$ cat src/rtl/apoll_pkg.sv
package apoll_pkg;

  typedef enum logic [1:0] {
    OP_START = 2'd0,
    OP_WRITE = 2'd1,
    OP_STOP  = 2'd2
  } bus_op_e;

  typedef enum logic [3:0] {
    S_IDLE      = 4'd0,
    S_START_REQ = 4'd1,
    S_START_RSP = 4'd2,
    S_CTRL_REQ  = 4'd3,
    S_CTRL_RSP  = 4'd4,
    S_STOP_REQ  = 4'd5,
    S_STOP_RSP  = 4'd6,
    S_DONE      = 4'd7,
    S_TOUT      = 4'd8
  } seq_state_e;

endpackage

$ cat src/rtl/apoll_cfg_latch.sv
module apoll_cfg_latch #(
  parameter int CS_W     = 3,
  parameter int DEV_CODE = 10
) (
  input  logic            clk,
  input  logic            rst_n,
  input  logic            capture,
  input  logic [CS_W-1:0] cs_in,
  input  logic            rstart_in,
  output logic [7:0]      ctrl_byte,
  output logic            rstart_q
);
  localparam int CODE_W = 7 - CS_W;
  localparam logic [CODE_W-1:0] CODE_BITS = CODE_W'(DEV_CODE);

  logic [CS_W-1:0] cs_q;

  always_ff @(posedge clk) begin
    if (!rst_n) begin
      cs_q     <= '0;
      rstart_q <= 1'b0;
    end else if (capture) begin
      cs_q     <= cs_in;
      rstart_q <= rstart_in;
    end
  end

  // Device code in the top bits, select next, direction bit fixed to write.
  assign ctrl_byte = {CODE_BITS, cs_q, 1'b0};

endmodule

$ cat src/rtl/apoll_attempt_ctr.sv
module apoll_attempt_ctr #(
  parameter int MAX_POLLS = 256
) (
  input  logic clk,
  input  logic rst_n,
  input  logic clear,
  input  logic bump,
  output logic last_try
);
  localparam int CNT_W = (MAX_POLLS > 1) ? $clog2(MAX_POLLS) : 1;
  localparam logic [CNT_W-1:0] LAST = CNT_W'(MAX_POLLS - 1);

  logic [CNT_W-1:0] cnt_q;

  always_ff @(posedge clk) begin
    if (!rst_n) begin
      cnt_q <= '0;
    end else if (clear) begin
      cnt_q <= '0;
    end else if (bump && (cnt_q != LAST)) begin
      cnt_q <= cnt_q + 1'b1;
    end
  end

  // Counts refused attempts so far; the current attempt is the last one allowed.
  assign last_try = (cnt_q == LAST);

endmodule

$ cat src/rtl/apoll_fsm.sv
module apoll_fsm
  import apoll_pkg::*;
(
  input  logic       clk,
  input  logic       rst_n,
  input  logic       req_valid,
  input  logic       rstart_q,
  input  logic       last_try,
  input  logic [7:0] ctrl_byte,
  input  logic       cmd_ready,
  input  logic       rsp_valid,
  input  logic       rsp_nack,
  output logic       req_ready,
  output logic       accept,
  output logic       bump,
  output logic       busy,
  output logic       done,
  output logic       timeout,
  output logic       cmd_valid,
  output bus_op_e    cmd_op,
  output logic [7:0] cmd_byte,
  output logic       rsp_ready
);
  seq_state_e st_q, st_d;
  logic       quit_q, quit_d;

  always_ff @(posedge clk) begin
    if (!rst_n) begin
      st_q   <= S_IDLE;
      quit_q <= 1'b0;
    end else begin
      st_q   <= st_d;
      quit_q <= quit_d;
    end
  end

  always_comb begin
    st_d   = st_q;
    quit_d = quit_q;
    bump   = 1'b0;
    unique case (st_q)
      S_IDLE: if (req_valid) begin
        st_d   = S_START_REQ;
        quit_d = 1'b0;
      end
      S_START_REQ: if (cmd_ready) st_d = S_START_RSP;
      S_START_RSP: if (rsp_valid) st_d = S_CTRL_REQ;
      S_CTRL_REQ:  if (cmd_ready) st_d = S_CTRL_RSP;
      S_CTRL_RSP: if (rsp_valid) begin
        if (!rsp_nack) begin
          st_d = S_DONE;
        end else if (last_try) begin
          quit_d = 1'b1;
          st_d   = S_STOP_REQ;
        end else begin
          bump = 1'b1;
          st_d = rstart_q ? S_START_REQ : S_STOP_REQ;
        end
      end
      S_STOP_REQ: if (cmd_ready) st_d = S_STOP_RSP;
      S_STOP_RSP: if (rsp_valid) st_d = quit_q ? S_TOUT : S_START_REQ;
      S_DONE:     st_d = S_IDLE;
      S_TOUT:     st_d = S_IDLE;
      default:    st_d = S_IDLE;
    endcase
  end

  always_comb begin
    req_ready = (st_q == S_IDLE);
    accept    = req_ready && req_valid;
    busy      = (st_q != S_IDLE);
    done      = (st_q == S_DONE);
    timeout   = (st_q == S_TOUT);
    cmd_valid = (st_q == S_START_REQ) || (st_q == S_CTRL_REQ) || (st_q == S_STOP_REQ);
    rsp_ready = (st_q == S_START_RSP) || (st_q == S_CTRL_RSP) || (st_q == S_STOP_RSP);
    unique case (st_q)
      S_CTRL_REQ: cmd_op = OP_WRITE;
      S_STOP_REQ: cmd_op = OP_STOP;
      default:    cmd_op = OP_START;
    endcase
    cmd_byte = (st_q == S_CTRL_REQ) ? ctrl_byte : 8'h00;
  end

endmodule

$ cat src/rtl/ack_poll_seq.sv
module ack_poll_seq
  import apoll_pkg::*;
#(
  parameter int CS_W      = 3,
  parameter int DEV_CODE  = 10,
  parameter int MAX_POLLS = 256
) (
  input  logic            clk,
  input  logic            rst_n,
  input  logic            req_valid,
  output logic            req_ready,
  input  logic [CS_W-1:0] req_cs,
  input  logic            retry_rstart,
  output logic            busy,
  output logic            done,
  output logic            timeout,
  output logic            cmd_valid,
  input  logic            cmd_ready,
  output logic [1:0]      cmd_op,
  output logic [7:0]      cmd_byte,
  input  logic            rsp_valid,
  output logic            rsp_ready,
  input  logic            rsp_nack
);
  logic       accept;
  logic       bump;
  logic       last_try;
  logic       rstart_q;
  logic [7:0] ctrl_byte;
  bus_op_e    op_e;

  apoll_cfg_latch #(
    .CS_W    (CS_W),
    .DEV_CODE(DEV_CODE)
  ) u_cfg (
    .clk      (clk),
    .rst_n    (rst_n),
    .capture  (accept),
    .cs_in    (req_cs),
    .rstart_in(retry_rstart),
    .ctrl_byte(ctrl_byte),
    .rstart_q (rstart_q)
  );

  apoll_attempt_ctr #(
    .MAX_POLLS(MAX_POLLS)
  ) u_ctr (
    .clk     (clk),
    .rst_n   (rst_n),
    .clear   (accept),
    .bump    (bump),
    .last_try(last_try)
  );

  apoll_fsm u_fsm (
    .clk      (clk),
    .rst_n    (rst_n),
    .req_valid(req_valid),
    .rstart_q (rstart_q),
    .last_try (last_try),
    .ctrl_byte(ctrl_byte),
    .cmd_ready(cmd_ready),
    .rsp_valid(rsp_valid),
    .rsp_nack (rsp_nack),
    .req_ready(req_ready),
    .accept   (accept),
    .bump     (bump),
    .busy     (busy),
    .done     (done),
    .timeout  (timeout),
    .cmd_valid(cmd_valid),
    .cmd_op   (op_e),
    .cmd_byte (cmd_byte),
    .rsp_ready(rsp_ready)
  );

  assign cmd_op = op_e;

endmodule

$ cat config.mk
export PLATFORM = sky130hd
export DESIGN_NAME = ack_poll_seq
export DESIGN_NICKNAME = d
export VERILOG_FILES = /design/src/rtl/apoll_pkg.sv /design/src/rtl/apoll_cfg_latch.sv /design/src/rtl/apoll_attempt_ctr.sv /design/src/rtl/apoll_fsm.sv /design/src/rtl/ack_poll_seq.sv
export SDC_FILE = /design/constraint.sdc
export NUM_CORES = 1
export LEC_CHECK = 0
export BUFFER_PORTS_ARGS = -buffer_cell sky130_fd_sc_hd__buf_2
export CORE_MARGIN = 3
export CORE_UTILIZATION = 25
export CTS_BUF_LIST = sky130_fd_sc_hd__clkbuf_4 sky130_fd_sc_hd__clkbuf_8
export DETAILED_ROUTE_END_ITERATION = 8
export PLACE_DENSITY = 0.45
export SLEW_MARGIN = 10
export SYNTH_ARGS = -nofsm -noshare
export SYNTH_HDL_FRONTEND = slang
export SYNTH_SLANG_ARGS = --single-unit
$ cat constraint.sdc
create_clock -name clk -period 2.1 [get_ports clk]
set_input_delay 0.21 -clock clk [delete_from_list [all_inputs] [get_ports clk]]
set_output_delay 0.21 -clock clk [all_outputs]
set_load 0.005 [all_outputs]
# Word-level counts from Yosys, hierarchy flattened
# Index checks and enable logic that the tools add are counted.
# word_totals
ramBits	0
output_inout_bits	16
latchBits	0
wordCells	61
rom_bits	0
mem_count	0
register_bits	17
input_bits	10
# classes
multipliers	0
addsub	1
n_eq_ne	19
n_shift	0
mux	23
reduce_logical	12
n_bitwise	1
n_div	0
n_lt_le_gt_ge	0
# op_table
cell	n
2-to-1 mux 4 bit	10
one-hot mux 4 bit (7 select lines)	1
!= test 2 bit, second input constant	9
equality test 4 x 3 -> 1 bit, second input constant	4
adder 8 x 1 -> 8 bit, second input constant	1
equality test 4 x 2 -> 1 bit, second input constant	2
equality test 8 bit, second input constant	1
2-to-1 mux 1 bit	8
2-to-1 mux 8 bit	1
!= test 8 bit, second input constant	1
AND reduction 7 bit	1
AND reduction 5 bit	1
equality test 4 x 1 -> 1 bit, second input constant	1
equality test 4 bit, second input constant	1
logical NOT 4 bit	1
logical OR 1 bit	4
one-hot mux 2 bit (2 select lines)	1
nonzero test 4 bit	1
2-to-1 mux 3 bit	1
logical AND 1 bit	2
one-hot mux 1 bit (2 select lines)	1
nonzero test 2 bit	1
OR reduction 2 bit	1
NOT 1 bit	1

# Longest topological paths before layout
# Gate-level depths: netlist of the first run.
# logic_depth
depth_word	6
mapped_depth	5

# Cells and area by module
# From an unflattened synthesis of the first run, not the netlist that was laid out.
# hier_totals
hier_cells	129
area_unflattened_um2	1071.0
# by_module_without_submodules
module	cells_each	seq_area_each_um2	area_per_inst_um2	n_inst
apoll_fsm	59	100.1	446.7	1
apoll_attempt_ctr	50	160.2	422.9	1
apoll_cfg_latch	20	80.1	201.4	1

# Worst setup path after synthesis of the first run
# Ideal clock, no wire load.
# synth_path
path_kind	register to register
from	reg u_ctr.cnt_q[0]
to	reg u_ctr.cnt_q[7]
slack_ns	0.633
t_required_ns	1.982
path_buffers	0
stages_incl_launch_ff	6
synth_period_minus_slack_ns	1.467
t_arrival_ns	1.349
setup_time_ns	0.118
cell_sequence	dfxtp_1 -> ha_1 -> nand4_1 -> o2111ai_4 -> or3_1 -> mux2i_1
# synth_via
elab_chain_len	6
word_cells_on_any_way	8
classes_between	1 x add/sub; 2 x eq/ne; 4 x mux; 1 x reduce/logical
# synth_rtl
element	line	rtl
start, declared	apoll_attempt_ctr.sv:13	logic [CNT_W-1:0] cnt_q;
start signal, assigned	apoll_attempt_ctr.sv:21	cnt_q <= cnt_q + 1'b1;
equality test 8 bit	apoll_attempt_ctr.sv:26	assign last_try = (cnt_q == LAST);
2-to-1 mux 1 bit	apoll_fsm.sv:52	end else if (last_try) begin
2-to-1 mux 1 bit	apoll_fsm.sv:50	if (!rsp_nack) begin
2-to-1 mux 1 bit	apoll_fsm.sv:49	S_CTRL_RSP: if (rsp_valid) begin
2-to-1 mux 1 bit	apoll_fsm.sv:41	unique case (st_q)
logical AND 1 bit	apoll_attempt_ctr.sv:20	end else if (bump && (cnt_q != LAST)) begin
# Several ways; a longest one is shown, not always the timed one.
# A chain may end at the register's enable or synchronous reset.

# Worst setup path in the final report of the first run
# layout_path
from	reg u_fsm.st_q[1]
to	out cmd_byte[3]
# layout_via
elab_chain_len	2
# layout_rtl
element	line	rtl
start, declared	apoll_fsm.sv:24	seq_state_e st_q, st_d;
start signal, assigned	apoll_fsm.sv:32	st_q <= st_d;
equality test 4 x 2 -> 1 bit	apoll_fsm.sv:81	cmd_byte = (st_q == S_CTRL_REQ) ? ctrl_byte : 8'h00;
2-to-1 mux 8 bit	apoll_fsm.sv:81	
end, declared	ack_poll_seq.sv:20	output logic [7:0] cmd_byte,
# No other way between the ends.

==> summary.md, run 1 <==
| Metric | Value |
|---|---|
| Outcome | `completed` |
| Mapped Area | `1002 µm²` |
| Max incr delay on CP | `~0.58 ns` |
| Crit-path slowest cell | `dfxtp_1` |
| Final Wtd Congestion | `about 0.73` |
| GRT Resource Usage Total | `around a tenth` |
| Starting DRT DRC Count | `76` |
| Hold WC Path Type | `primary input to register` |
| Worst skew pair latency | `approximately 0.26 ns` |
| Max Cap Violations | `0` |
| Required time of the worst setup path | `1.89 ns` |
| Yosys reg bits | `17` |
| Fin crit share | `slightly above 90%` |
| First-pass GRT wire length | `between 3000 and 4000 µm` |
| Post-Synth Simple-Gate Area | `33.83%` |
| Post-Layout Cell Count | `between 150 and 200` |
| Max VDD drop | `around 0.27 mV` |
| Pins Over Slew Limit | `0` |
| Syn. warnings | `0` |
| Clk buf depth | `2` |
| Adder-cell share of the synthesized area | `1.248%` |
| Xor/xnor share of the synthesized area | `0.8739%` |
| Post-CTS Repair Setup Buffers | `0` |
| Final ANT Viol Nets | `0` |
| Worst flop-to-flop path startpoint | `u_fsm.st_q[2]` |
| Die H | `69.32 µm` |
| Sequential element share of the synthesized area | `33.96%` |
| Root buffer cell | `clkbuf_8` |
| DIE AREA | `roughly 4800 µm²` |
| # diodes | `0` |
| Die Wd | `slightly below 70 µm` |
| Tot Pwr | `0.7270 mW` |
| CTS sink count | `17` |
| CTS resizes | `0` |
| Launch point of the worst path | `u_fsm.st_q[1]` |
| P&R area growth vs syn | `17.10%` |
| Placed wire-length estimate | `1731 µm` |
| Storage element area | `340.3 µm²` |
| Unrepaired setup endpoints after global routing | `no` |
| Final Hold Viols | `0` |
| Largest net degree at the start of global routing | `16` |
| Worst-path fanout max | `11` |
| Reg2reg setup slack | `0.37 ns` |
| TritonCTS clock tree | `yes` |
| Final WL | `2243 µm` |
| Final worst path period need | `1.927 ns` |
| Synth Area in Compound Gates | `19.73%` |
| Number of H-tree levels | `1` |
| Maximum clock rate | `0.5189 GHz` |
| Main combinational cell family by area after synthesis | `simple AND/OR/NAND/NOR gates` |
| Number of remaining DRC errors | `0` |
| DR WL/cell | `11.87 µm` |
| Cell Chain, Critical Path | `inv_1 > nor3_1 > and2_1 > buf_2` |
| PwrDens | `slightly above 600 nW/µm²` |
| Layout fillers | `420` |
| Syn Inst Count | `122` |
| DR vias | `925` |
| Critical path capture point type | `output port` |
| Reg clk slew, reported paths | `0.07 ns` |
| Ys flop type | `dfxtp_1` |
| Clk_skew | `0.003440 ns` |
| IO Count | `26` |
| CP Launch Type | `register` |
| Num rows | `22` |
| Final core utilization | `around 31%` |
| Worst EP arrival | `between 1.5 and 2 ns` |
| Syn Area/Cell | `8.215 µm²` |
| Initial antenna violation count | `0` |
| Setup_tns | `0 ns` |
| DP Cell Count | `185` |
| Core Region | `3771 µm²` |
| Post-synth EDFFs | `0` |
| Vias in the first global route | `834` |
| DR vias/cell | `4.894` |
| Layout cell share with drive strength beyond 1 | `a little under a quarter` |
| Distinct cell type count after synthesis | `40` |
| Starting Density | `26.58%` |
| First drt pass iteration count | `4` |
| Worst hold slack | `between 0.2 and 0.25 ns` |
| Static Leak | `0.4661 nW` |
| Multi-input gate area in the final layout | `~600 µm²` |
| # setup viols final | `0` |
| Post-cts hold buffer count | `0` |
| Mux cell area share after synthesis | `2.996%` |
| Crit path kind | `register to output port` |
| Synth async-reset ratio | `0%` |
| Port bufs | `22` |
| Total CTS buffers | `3` |
| GRT overflow | `0` |
| Post-layout net count | `153` |
| Hold Path Origin | `retry_rstart` |
## synth_stat cells, types with 3 or more instances
cell	count	area, µm²
dfxtp_1	17	340.3
nand2_1	13	48.80
nand3_1	10	50.05
a21oi_1	7	35.03
nor2_1	7	26.28
o21ai_0	6	30.03
a21boi_0	5	37.54
buf_4	5	37.54
and2_1	4	25.02
nand2b_1	4	25.02
or3_1	4	25.02
inv_1	3	11.26
mux2i_1	3	30.03
nor2b_1	3	18.77
## registers in the layout, indices dropped and copies added (netlist names)
| signal | flops |
|---|---|
| u_ctr.cnt_q | 8 |
| u_fsm.quit_q | 1 |
| u_cfg.cs_q | 3 |
| u_fsm.st_q | 4 |
| u_cfg.rstart_q | 1 |
## kinds of logic (layout without fill, tap and decap cells)
kind of cell             Yosys count  after routing
AND/OR/NAND/NOR                   59             59
AO/OA/AOI/OAI                     27             27
flip-flops                        17             17
buffers and inverters             13             30
multiplexers                       3              3
adder cells (fa/ha/maj)            1              1
other                              1              3
XOR/XNOR                           1              1
## per-stage QoR
stage | cell area, µm² | setup slack [ns]
after floorplan | 1010 | 0.6333
after global placement | 1125 | 0.3935
after detailed placement | 1125 | 0.3708
after CTS | 1174 | 0.1310
after global routing | 1174 | 0.004807
final | 1174 | 0.1727
## final cells by class
type	count	area share, %
clock buffer	4	4.158
sequential	17	29.00
inverter	4	1.279
tap	48	5.117
multi-input combinational	94	51.07
timing repair buffer	22	9.382
## where the power goes
part / leakage [nW] / internal [mW] / switching [mW]
clock network: 0.0262 / 0.148 / 0.115
logic: 0.302 / 0.0481 / 0.0641
registers: 0.138 / 0.334 / 0.0186
total: 0.466 / 0.530 / 0.197
## layout by cell type (no fill, tap or decap), types with 2 or more instances in the layout
cell type   n
nor2_1      7
nand3_1    10
nand2_1    13
inv_1       3
clkbuf_8    3
o21ai_0     6
nand2b_1    4
nand3b_1    2
nand4_1     2
nor2b_1     3
buf_2      22
a21oi_1     7
conb_1      3
and2_1      4
a21boi_0    5
dfxtp_1    17
mux2i_1     3
or3_1       4
nor3_1      2
## routing by layer
layer,share of wire (%),track usage [%],up-vias,routed length [µm]
met3,4.8,3.188,5,108
li1,-,-,471,-
met5,0,0,-,0
met4,1.7,4.555,0,39
met1,48,12.82,430,1066
met2,46,15.04,19,1030
## path summary, 6_finish.rpt
check                           cells after the start              to
worst max-delay path                                4     cmd_byte[3]
worst min-delay path                                3  u_cfg.rstart_q
worst max register to register                      4  u_ctr.cnt_q[7]
worst min register to register                      2  u_cfg.rstart_q
## critical path: cells and delay by family (launching register included)
kind,cells,cell delay [ns]
DFF,1,0.58
and+or+nand+nor,2,0.63
buffers and inverters,2,0.25
No activity file was read; power rests on OpenSTA's default activity.
==> run 2: changes to the inputs <==
Settings changed: REMOVE_ABC_BUFFERS set to 1.
==> run 2 against run 1 <==
Compared with the run above: register-to-register slack lost 0.03 ns; power fell by 2.0%; clock power shrank 6%; routed wire length increased by 1.4%; count of clock-buffer cells in the layout down 1; worst setup slack better by 0.11 ns; non-clock buffer count stayed put; critical path type unchanged; final cell count stayed put; sequential power about the same.
==> summary.md, run 2 (same netlist as run 1, synthesis figures left out) <==
| Metric | Value |
|---|---|
| Outcome | `completed` |
| DR vias/cell | `roughly 4.8` |
| Largest net degree at the start of global routing | `16` |
| Number of remaining DRC errors | `0` |
| Initial antenna violation count | `0` |
| Most common cell after layout, fill and taps aside | `buf_2` |
| Placed wire-length estimate | `1760 µm` |
| Reg clk slew, reported paths | `0.07 ns` |
| Final ANT Viol Nets | `0` |
| IO Count | `26` |
| Layout cell share with drive strength beyond 1 | `24.11%` |
| # setup viols final | `0` |
| GRT met3 Usage | `3.333%` |
| DR WL/cell | `about 12 µm` |
| Worst skew pair latency | `around 0.25 ns` |
| Total CTS buffers | `3` |
| GR Layer Usage met2 | `15.04%` |
| Pre-CTS WS | `0.3636 ns` |
| Max reg flops | `8` |
| Die H | `69.32 µm` |
| Max Cap Violations | `0` |
| Maximum clock rate | `0.5515 GHz` |
| Port bufs | `22` |
| Worst-path fanout max | `11` |
| DR vias | `903` |
| P&R area growth vs syn | `17.35%` |
| DIE AREA | `roughly 4800 µm²` |
| Crit path kind | `register to output port` |
| Final worst path period need | `around 1.8 ns` |
| Most frequent cells in the layout | `buf_2 (22), dfxtp_1 (17), nand2_1 (13), nand3_1 (10)` |
| Fin crit share | `a little under nine tenths` |
| # diodes | `0` |
| Setup ws final | `0.2869 ns` |
| Post-CTS Repair Setup Buffers | `0` |
| Max VDD drop | `0.3203 mV` |
| Final WL | `2274 µm` |
| Starting DRT DRC Count | `54` |
| Die Wd | `69.32 µm` |
| Busiest layer in global routing | `met2` |
| Final Hold Viols | `0` |
| Worst EP arrival | `around 1.6 ns` |
| Unrepaired setup endpoints after global routing | `no` |
| Tot Pwr | `just over 0.7 mW` |
| Setup_tns | `0 ns` |
| CP Launch Type | `register` |
| Num rows | `22` |
| GRT overflow | `0` |
| Post-cts hold buffer count | `0` |
| Pins Over Slew Limit | `0` |
| Root buffer cell | `clkbuf_8` |
| Routing usage on met1 | `13.07%` |
| Clk_skew | `0.006298 ns` |
| Post-layout net count | `around 150` |
| First-pass GRT wire length | `3974 µm` |
| Worst hold slack | `~0.21 ns` |
| PwrDens | `605.6 nW/µm²` |
| Critical path capture point type | `output port` |
| Number of H-tree levels | `1` |
| Core Region | `3771 µm²` |
| CTS sink count | `17` |
| Biggest registers after layout | `u_ctr.cnt_q x8, u_fsm.st_q x4, u_cfg.cs_q x3` |
| Final core utilization | `31.19%` |
| Static Leak | `0.4658 nW` |
| GRT Resource Usage Total | `9.985%` |
| Hold WC Path Type | `primary input to register` |
| Most flop-heavy register | `u_ctr.cnt_q` |
| Starting Density | `26.58%` |
| Required time of the worst setup path | `1.89 ns` |
| TritonCTS clock tree | `yes` |
| First drt pass iteration count | `4` |
| Final Wtd Congestion | `0.7816` |
| Clk buf depth | `2` |
| Vias in the first global route | `~830` |
-- run 2: metal layers --
layer	vias up	routed length [µm]
li1	465	-
met2	17	1054
met1	417	1088
met3	4	99
met5	-	0
met4	0	31
-- run 2: worst max-delay path, stage by stage (launching register included) --
cell and delay [ns]:
dfxtp_1 0.57, inv_1 0.15, nor3_2 0.34, and2_1 0.18, buf_2 0.11
-- run 2: final timing paths --
kind,slack [ns],endpoint,cells past startpoint,startpoint
max,0.29,cmd_byte[2],4,u_fsm.st_q[1]
min,0.21,u_cfg.rstart_q,3,retry_rstart
max reg2reg,0.34,u_ctr.cnt_q[7],4,u_fsm.st_q[2]
min reg2reg,0.47,u_fsm.quit_q,2,u_fsm.quit_q
-- run 2: what timing repair did --
action	in CTS	in global routing
hold endpoints to repair	0	0
setup endpoints to repair	0	2
gates resized for setup	0	1
-- run 2: final cells by class --
| type | count | area [µm²] |
|---|---|---|
| multi-input cells | 94 | 604.3 |
| fillers | 405 | 2595 |
| inverters | 4 | 15.01 |
| flip-flops and latches | 17 | 340.3 |
| well taps | 48 | 60.06 |
| repair buffers | 22 | 110.1 |
| clock inverters | 1 | 5.005 |
| clock buffers | 3 | 41.29 |
-- run 2: where the power goes --
group          switching, mW  leakage (nW)  total (mW)  internal, mW
clock network          0.114        0.0255       0.245         0.132
logic                 0.0661         0.302       0.114        0.0483
registers             0.0190         0.138       0.353         0.334
-- run 2: per-stage QoR --
| step | area, µm² | instances |
|---|---|---|
| CTS | 1171 | 189 |
| floorplan | 954.7 | 115 |
| finish | 1176 | 189 |
| detailed placement | 1125 | 185 |
| global placement | 1125 | 185 |
| global route | 1176 | 189 |
==> run 3: changes to the inputs <==
Settings changed: GPL_TIMING_DRIVEN set to 0, SLEW_MARGIN 10 to not set.
==> run 3 against run 2 <==
Compared with the run above: clock skew grew 0.00090 ns; via count fell by 1.0%; die area unchanged; power up 0.14%; flip-flop and latch count unchanged; design area is the same; critical endpoint is now cmd_byte[3]; largest power group unchanged.
==> summary.md, run 3 (same netlist as run 1, synthesis figures left out) <==
| Metric | Value |
|---|---|
| Outcome | `completed` |
| Final core utilization | `31.19%` |
| Fin crit share | `86.65%` |
| Maximum clock rate | `0.5496 GHz` |
| Post-layout net count | `153` |
| Largest net degree at the start of global routing | `16` |
| PwrDens | `a little over 600 nW/µm²` |
| Max VDD drop | `0.2910 mV` |
| DR vias | `894` |
| Worst-path fanout max | `11` |
| Storage element area | `340.3 µm²` |
| Reg2reg setup slack | `roughly 0.35 ns` |
| Die H | `69.32 µm` |
| Most frequent cells in the layout | `buf_2 (22), dfxtp_1 (17), nand2_1 (13), nand3_1 (10)` |
| Unrepaired setup endpoints after global routing | `no` |
| Tot Pwr | `0.7133 mW` |
| Hold path depth | `3` |
| TritonCTS clock tree | `yes` |
| Starting DRT DRC Count | `82` |
| DIE AREA | `4805 µm²` |
| Worst EP arrival | `1.61 ns` |
| Most common cell after layout, fill and taps aside | `buf_2` |
| Die Wd | `around 69 µm` |
| CTS sink count | `17` |
| Post-cts hold buffer count | `0` |
| Post-Layout Cell Count | `189` |
| P&R area growth vs syn | `17.35%` |
| Multi-input gate area in the final layout | `604.3 µm²` |
| Critical path capture point type | `output port` |
| FF-to-FF End | `u_ctr.cnt_q[7]` |
| First drt pass iteration count | `4` |
| Reg clk slew, reported paths | `0.07 ns` |
| Most flop-heavy register | `u_ctr.cnt_q` |
| Placed cell areas | `1125 µm²` |
| Hold Path Origin | `req_cs[1]` |
| Worst skew pair latency | `0.25 ns` |
| Required time of the worst setup path | `1.89 ns` |
| DR vias/cell | `4.730` |
| Layout fillers | `407` |
| Initial antenna violation count | `0` |
| GRT Resource Usage Total | `9.017%` |
| Core Region | `3771 µm²` |
| Worst flop-to-flop path startpoint | `u_fsm.st_q[2]` |
| Final ANT Viol Nets | `0` |
| Worst hold slack | `0.2119 ns` |
| Placed wire-length estimate | `1571 µm` |
| Number of remaining DRC errors | `0` |
| CP Launch Type | `register` |
| Number of H-tree levels | `1` |
| Root buffer cell | `clkbuf_8` |
| Final Hold Viols | `0` |
| Num rows | `22` |
| Worst reg-to-reg path cell count | `4` |
| Vias in the first global route | `845` |
| Static Leak | `0.4658 nW` |
| Final Wtd Congestion | `0.7870` |
| Hold endpoint | `u_cfg.cs_q[1]` |
| Clk buf depth | `2` |
| Biggest registers after layout | `u_ctr.cnt_q x8, u_fsm.st_q x4, u_cfg.cs_q x3` |
| Layout cell share with drive strength beyond 1 | `between 20 and 25%` |
| Final worst path period need | `1.820 ns` |
| Max reg flops | `8` |
| Pins Over Slew Limit | `0` |
| Final Cell Area | `1176 µm²` |
| IO Count | `26` |
| Crit path kind | `register to output port` |
| Port bufs | `22` |
| GRT overflow | `0` |
| Max Cap Violations | `0` |
| Setup ws final | `between 0.2 and 0.3 ns` |
| Setup_tns | `0 ns` |
| # diodes | `0` |
| Hold WC Path Type | `primary input to register` |
| Final WL | `2136 µm` |
| Clk_skew | `0.007198 ns` |
| # setup viols final | `0` |
| Pre-CTS WS | `0.4064 ns` |
| DR WL/cell | `around 11 µm` |
| Starting Density | `26.58%` |
| First-pass GRT wire length | `3677 µm` |
| Total CTS buffers | `3` |
| DP Cell Count | `185` |
-- run 3: final cells by class --
cell class                      instances  share of cell area, %
Multi-Input combinational cell         94                  51.38
Tap cell                               48                  5.106
Clock buffer                            3                  3.511
Sequential cell                        17                  28.94
Inverter                                4                  1.277
Timing Repair Buffer                   22                  9.362
Clock inverter                          1                 0.4255
-- run 3: report_power, final --
| part | total [mW] | internal [mW] | switching, mW |
|---|---|---|---|
| combinational | 0.113 | 0.0482 | 0.0649 |
| clock | 0.248 | 0.132 | 0.116 |
| sequential | 0.353 | 0.334 | 0.0189 |
-- run 3: routing by layer --
metal / vias up / track usage [%] / routed length, µm
met5: - / 0 / 0
met4: 0 / 2.603 / 14
met3: 2 / 2.754 / 93
met2: 16 / 14.41 / 953
met1: 409 / 11.65 / 1074
li1: 467 / - / -
-- run 3: worst max path at each step --
stage | start | cells after the start | slack, ns | endpoint
after floorplan | u_fsm.st_q[1] | 3 | 0.56 | cmd_byte[1]
after global placement | u_fsm.st_q[2] | 4 | 0.39 | u_ctr.cnt_q[7]
after detailed placement | u_fsm.st_q[2] | 4 | 0.41 | u_ctr.cnt_q[7]
after CTS | u_fsm.st_q[1] | 4 | 0.12 | cmd_byte[2]
after global routing | u_fsm.st_q[1] | 4 | 0.10 | cmd_byte[3]
final | u_fsm.st_q[1] | 4 | 0.28 | cmd_byte[3]
-- run 3: worst max-delay path, cell delays in order, from the launching register on --
cell and delay, ns:
dfxtp_1 0.59, inv_1 0.17, nor3_2 0.33, and2_1 0.17, buf_2 0.10
-- run 3: repair_timing --
action / 4_1_cts / 5_1_grt
setup buffers: 0 / 0
setup endpoints to repair: 0 / 3
gates resized for setup: 0 / 1
